==> config.mk <==
export PLATFORM = sky130hd
export DESIGN_NAME = dreq_frame_rx
export DESIGN_NICKNAME = d
export VERILOG_FILES = /design/src/rtl/dreq_pkg.sv /design/src/rtl/dreq_frame_dec.sv /design/src/rtl/dreq_pend_bank.sv /design/src/rtl/dreq_frame_rx.sv
export SDC_FILE = /design/constraint.sdc
export NUM_CORES = 1
export LEC_CHECK = 0
export ABC_AREA = 1
export ABC_CLOCK_PERIOD_IN_PS = 2200
export BUFFER_PORTS_ARGS = -buffer_cell sky130_fd_sc_hd__buf_2
export CAP_MARGIN = 20
export CORE_ASPECT_RATIO = 1.2
export CORE_MARGIN = 2
export CORE_UTILIZATION = 50
export CTS_BUF_LIST = sky130_fd_sc_hd__clkbuf_2 sky130_fd_sc_hd__clkbuf_4 sky130_fd_sc_hd__clkbuf_8
export CTS_CLUSTER_SIZE = 20
export DETAILED_ROUTE_END_ITERATION = 6
export PLACE_DENSITY = 0.84
export RECOVER_POWER = 50
export SYNTH_ARGS = -nofsm -noshare
export SYNTH_HDL_FRONTEND = slang
export SYNTH_SLANG_ARGS = --single-unit
==> constraint.sdc <==
create_clock -name clk -period 2.2 [get_ports clk]
set_input_delay 0.11 -clock clk [delete_from_list [all_inputs] [get_ports clk]]
set_output_delay 0.11 -clock clk [all_outputs]
set_load 0.05 [all_outputs]
==> src/rtl/dreq_pkg.sv <==
package dreq_pkg;
  localparam int unsigned KIND_W = 2;
  typedef enum logic [KIND_W-1:0] {
    KIND_BYTE   = 2'd0,
    KIND_WORD   = 2'd1,
    KIND_MASTER = 2'd2
  } chan_kind_e;

  typedef enum logic [1:0] {
    ST_HUNT = 2'd0,
    ST_BITS = 2'd1,
    ST_GAP  = 2'd2,
    ST_HOLD = 2'd3
  } rx_state_e;

  function automatic chan_kind_e kind_of(input int unsigned ch);
    if (ch < 4) return KIND_BYTE;
    else if (ch == 4) return KIND_MASTER;
    else return KIND_WORD;
  endfunction
endpackage

==> src/rtl/dreq_frame_dec.sv <==
module dreq_frame_dec
  import dreq_pkg::*;
#(
  parameter int unsigned CHAN_BITS = 3
) (
  input  logic                 clk,
  input  logic                 rst,
  input  logic                 line_i,
  output logic                 dec_valid,
  output logic [CHAN_BITS-1:0] dec_chan,
  output logic                 dec_act,
  output logic                 dec_err
);
  localparam int unsigned CNT_W = $clog2(CHAN_BITS + 1);
  localparam logic [CNT_W-1:0] LAST = CNT_W'(CHAN_BITS);

  rx_state_e            state;
  logic [CNT_W-1:0]     cnt;
  logic [CHAN_BITS-1:0] shreg;

  always_ff @(posedge clk) begin
    if (rst) begin
      state     <= ST_HUNT;
      cnt       <= '0;
      shreg     <= '0;
      dec_valid <= 1'b0;
      dec_chan  <= '0;
      dec_act   <= 1'b0;
      dec_err   <= 1'b0;
    end else begin
      dec_valid <= 1'b0;
      dec_err   <= 1'b0;
      unique case (state)
        ST_HUNT: begin
          if (!line_i) begin
            state <= ST_BITS;
            cnt   <= '0;
          end
        end
        ST_BITS: begin
          if (cnt != LAST) begin
            shreg <= {shreg[CHAN_BITS-2:0], line_i};
            cnt   <= cnt + 1'b1;
          end else begin
            dec_valid <= 1'b1;
            dec_chan  <= shreg;
            dec_act   <= line_i;
            state     <= ST_GAP;
          end
        end
        ST_GAP: begin
          if (line_i) state <= ST_HUNT;
          else begin
            dec_err <= 1'b1;
            state   <= ST_HOLD;
          end
        end
        default: begin
          if (line_i) state <= ST_HUNT;
        end
      endcase
    end
  end
endmodule

==> src/rtl/dreq_pend_bank.sv <==
module dreq_pend_bank #(
  parameter int unsigned CHAN_BITS = 3,
  localparam int unsigned NCH = 1 << CHAN_BITS
) (
  input  logic                 clk,
  input  logic                 rst,
  input  logic                 upd_valid,
  input  logic [CHAN_BITS-1:0] upd_chan,
  input  logic                 upd_act,
  input  logic                 clr_valid,
  input  logic [CHAN_BITS-1:0] clr_chan,
  output logic [NCH-1:0]       pend_q
);
  logic [NCH-1:0] set_m, drop_m;

  always_comb begin
    set_m  = '0;
    drop_m = '0;
    if (upd_valid) begin
      if (upd_act) set_m[upd_chan]  = 1'b1;
      else         drop_m[upd_chan] = 1'b1;
    end
    if (clr_valid) drop_m[clr_chan] = 1'b1;
  end

  always_ff @(posedge clk) begin
    if (rst) pend_q <= '0;
    else     pend_q <= (pend_q & ~drop_m) | set_m;
  end
endmodule

==> src/rtl/dreq_frame_rx.sv <==
module dreq_frame_rx
  import dreq_pkg::*;
#(
  parameter int unsigned CHAN_BITS = 3,
  localparam int unsigned NCH = 1 << CHAN_BITS
) (
  input  logic                    clk,
  input  logic                    rst,
  input  logic                    req_line,
  input  logic                    svc_clr_valid,
  input  logic [CHAN_BITS-1:0]    svc_clr_chan,
  output logic [NCH-1:0]          pending,
  output logic                    evt_valid,
  output logic [CHAN_BITS-1:0]    evt_chan,
  output logic                    evt_act,
  output logic                    frame_err,
  output logic [NCH*KIND_W-1:0]   chan_kind
);
  logic                 nx_valid, nx_act;
  logic [CHAN_BITS-1:0] nx_chan;

  // The update is computed from the state before the edge, so the decoded
  // frame and the bitmap change on the same clock edge.
  dreq_frame_dec #(.CHAN_BITS(CHAN_BITS)) u_dec (
    .clk(clk), .rst(rst), .line_i(req_line),
    .dec_valid(evt_valid), .dec_chan(evt_chan), .dec_act(evt_act),
    .dec_err(frame_err)
  );

  dreq_act_peek #(.CHAN_BITS(CHAN_BITS)) u_peek (
    .clk(clk), .rst(rst), .line_i(req_line),
    .nx_valid(nx_valid), .nx_chan(nx_chan), .nx_act(nx_act)
  );

  dreq_pend_bank #(.CHAN_BITS(CHAN_BITS)) u_bank (
    .clk(clk), .rst(rst),
    .upd_valid(nx_valid), .upd_chan(nx_chan), .upd_act(nx_act),
    .clr_valid(svc_clr_valid), .clr_chan(svc_clr_chan),
    .pend_q(pending)
  );

  for (genvar g = 0; g < NCH; g++) begin : g_kind
    assign chan_kind[g*KIND_W +: KIND_W] = kind_of(g);
  end
endmodule

module dreq_act_peek
  import dreq_pkg::*;
#(
  parameter int unsigned CHAN_BITS = 3
) (
  input  logic                 clk,
  input  logic                 rst,
  input  logic                 line_i,
  output logic                 nx_valid,
  output logic [CHAN_BITS-1:0] nx_chan,
  output logic                 nx_act
);
  localparam int unsigned CNT_W = $clog2(CHAN_BITS + 2);
  localparam logic [CNT_W-1:0] ACT_SLOT = CNT_W'(CHAN_BITS + 1);

  logic [CNT_W-1:0]     pos;
  logic [CHAN_BITS-1:0] bits;
  logic                 busy, hold;

  always_ff @(posedge clk) begin
    if (rst) begin
      pos  <= '0;
      bits <= '0;
      busy <= 1'b0;
      hold <= 1'b0;
    end else if (hold) begin
      if (line_i) hold <= 1'b0;
    end else if (!busy) begin
      if (!line_i) begin
        busy <= 1'b1;
        pos  <= CNT_W'(1);
      end
    end else if (pos != ACT_SLOT) begin
      bits <= {bits[CHAN_BITS-2:0], line_i};
      pos  <= pos + 1'b1;
    end else begin
      busy <= 1'b0;
      pos  <= '0;
      hold <= 1'b1;
    end
  end

  // hold covers the gap slot: a high gap releases at once, a low one keeps waiting
  assign nx_valid = busy && (pos == ACT_SLOT);
  assign nx_chan  = bits;
  assign nx_act   = line_i;
endmodule

==> results.toml <==
[logic_synthesis]
avgSynthCellArea_um2 = 6.76
ys_types = 20
synthCells = 232
syn_area_mm2 = 0.00157
ys_ff_latch = 29
seq_area_frac_synth_pct = 37.0
yosysTopAreaCell = "dfxtp_1"
ys_warn_count = 0
ys_top_cells_by_area = "dfxtp_1 37%, nand2_1 12%, nor2_1 8.1%, buf_4 7.7%, inv_1 6.2%"
yosys.area.top_type_share_pct = 37.0

[sta]
tns_ns = 0
fin_skew_ns = 0.00991
period_needed_ns = 1.47
report.final.hold_viol_count = 0
max_freq_mhz = 680
rsz0062_at_grt = "no"
worstMarginPinSlew_ns = 0.596
post-route-period-util_pct = 66.8
slew_headroom_pct = 60.5
setup_viol = 0
slew_violations = 0

[critical_path]
crit_arrival_ns = 1.71
path_cells = "inv_1 -> ha_1 -> nand3_1 -> clkinv_2 -> nand2_2 -> and2_0 -> nor2_1"
worst-setup-path-type = "reg -> reg"
cpPeakStageDelay_ns = 0.38
worstPathRequired_ns = 2.44
critical-path-slowest-cell = "dfxtp_1"
cp_max_fo = 10
cp-end-kind = "flip-flop"
r2r_cells = 7
cp-start-kind = "flip-flop"

[worst_hold_path]
hold_class = "in -> reg"
hold_path_depth = 2

[route]
wire_per_inst_um = 9.22
num_vias = 1352
initialDrtViolationCount = 15
drcViolationCount = 0
ant_nets = 0
viasPerCell = 4.68
totalWireLength_um = 2660
drtPass1Iterations = 4

[global_routing]
grt_max_degree = 22
grt_pass1_vias = 1150
grt.overflow.total = 0
grt_pass1_wl_um = 4500
antenna_found_initial = 0
grt_util_all_layers_pct = 17.1

[run]
drv_cap = 0

[finish]
insertedDiodeCount = 0
nets = 266
drive_above_1_share_pct = 6.32
final-seq-area_um2 = 581
multi_input_area_um2 = 778
synthToLayoutAreaGrowth_pct = 5.98
instances_no_fill = 289
final_cell_mix = "50 x nand2_1, 34 x nor2_1, 29 x dfxtp_1, 27 x inv_1"
final_common_cell = "nand2_1"
n_fill_cell = 302

[clock_network]
cts_tree = "done"
ctsHoldBuffers = 0
cts_buffers = 5
clock-root-buffer = "clkbuf_4"
cts_resized = 0
clockBufferDepth = 2
insertion_delay_ns = 0.34
path_clk_slew_ns = 0.09
cts_setup_buffers = 0
clkSinkCount = 29
htreeDepth = 2

[floorplanning]
die_h_um = 65.4
die_area_mm2 = 0.00360
die_w_um = 55.1
start_util_pct = 51.8
num_rows = 22
io_pins = 37
core_mm2 = 0.00303

[place]
hpwl_um = 2020
numPortBuffers = 20
globalplace.congestion = 0.834
dp.cells = 281

[status]
outcome = "complete, no violations"

[power]
power_density_mw_per_mm2 = 875
total_power_mw = 1.46
ir_worst_vdd_mv = 0.530
leakagePower_nw = 0.797
[report_power, final]
group          internal (mW)  switching (mW)
registers              0.583          0.0424
clock network          0.185           0.189
logic                  0.140           0.316
total                  0.908           0.548
[cells by family after synthesis]
logic type      after synthesis  synth area share [%]
simple gates                110                  29.5
buf+inv                      49                  15.9
flops                        29                  37.0
compound gates               35                  11.5
fa+ha+maj                     7                  5.58
other cells                   2                 0.479
[final timing paths]
| path | from | to | slack, ns |
|---|---|---|---|
| worst max-delay path | u_peek.pos[0] | u_bank.pend_q[6] | 0.73 |
| worst min-delay path | rst | u_dec.state[1] | 0.05 |
| worst max register to register | u_peek.pos[0] | u_bank.pend_q[6] | 0.73 |
| worst min register to register | u_peek.hold | u_peek.busy | 0.48 |
[through the flow]
stage	cell area, µm²	util, %	hold slack, ns	setup slack, ns
5_1_grt	1660	54.9	0.0495	0.615
4_1_cts	1690	55.9	0.0459	0.829
2_1_floorplan	1620	-	0.273	1.00
3_3_place_gp	1620	53.6	0.421	0.921
3_5_place_dp	1620	53.6	0.410	0.854
6_report	1660	54.9	0.0507	0.730
[worst max-delay path, delay by kind of cell (launching register included)]
family / cells / cell delay [ns]
AND/OR/NAND/NOR: 4 / 0.55
buffers and inverters: 2 / 0.23
adder cells (fa/ha/maj): 1 / 0.22
flip-flops: 1 / 0.38
[flip-flops by register name, indices dropped and copies added (netlist names)]
signal           cells
u_dec.dec_valid      1
u_dec.state          2
u_bank.pend_q        8
u_dec.shreg          3
u_dec.cnt            2
u_peek.hold          1
u_peek.busy          1
u_dec.dec_chan       3
u_peek.nx_chan       3
u_dec.dec_act        1
u_peek.pos           3
u_dec.dec_err        1
[layer usage]
layer	GRT usage (%)	share of wire [%]	up-vias
met5	0	0	-
met4	6.40	1.8	0
met3	7.73	6.5	6
met2	27.2	45	27
met1	19.5	47	576
li1	-	-	743
[layout make-up]
class	count	area share, %
clock inverter	1	0.301
multi-input combinational	168	46.8
inverter	28	6.40
timing repair buffer	20	4.97
sequential	29	34.9
clock buffer	7	3.91
tap	36	2.71
[synthesized netlist by cell type, drive strengths merged]
cell and n:
a21oi 15, and2 1, buf 20, clkbuf 1
clkinv 1, conb 2, dfxtp 29, ha 7
inv 27, nand2 51, nand3 18, nand4 2
nor2 34, nor3 4, o21a 2, o21ai 18
No activity file was read; power rests on OpenSTA's default activity.
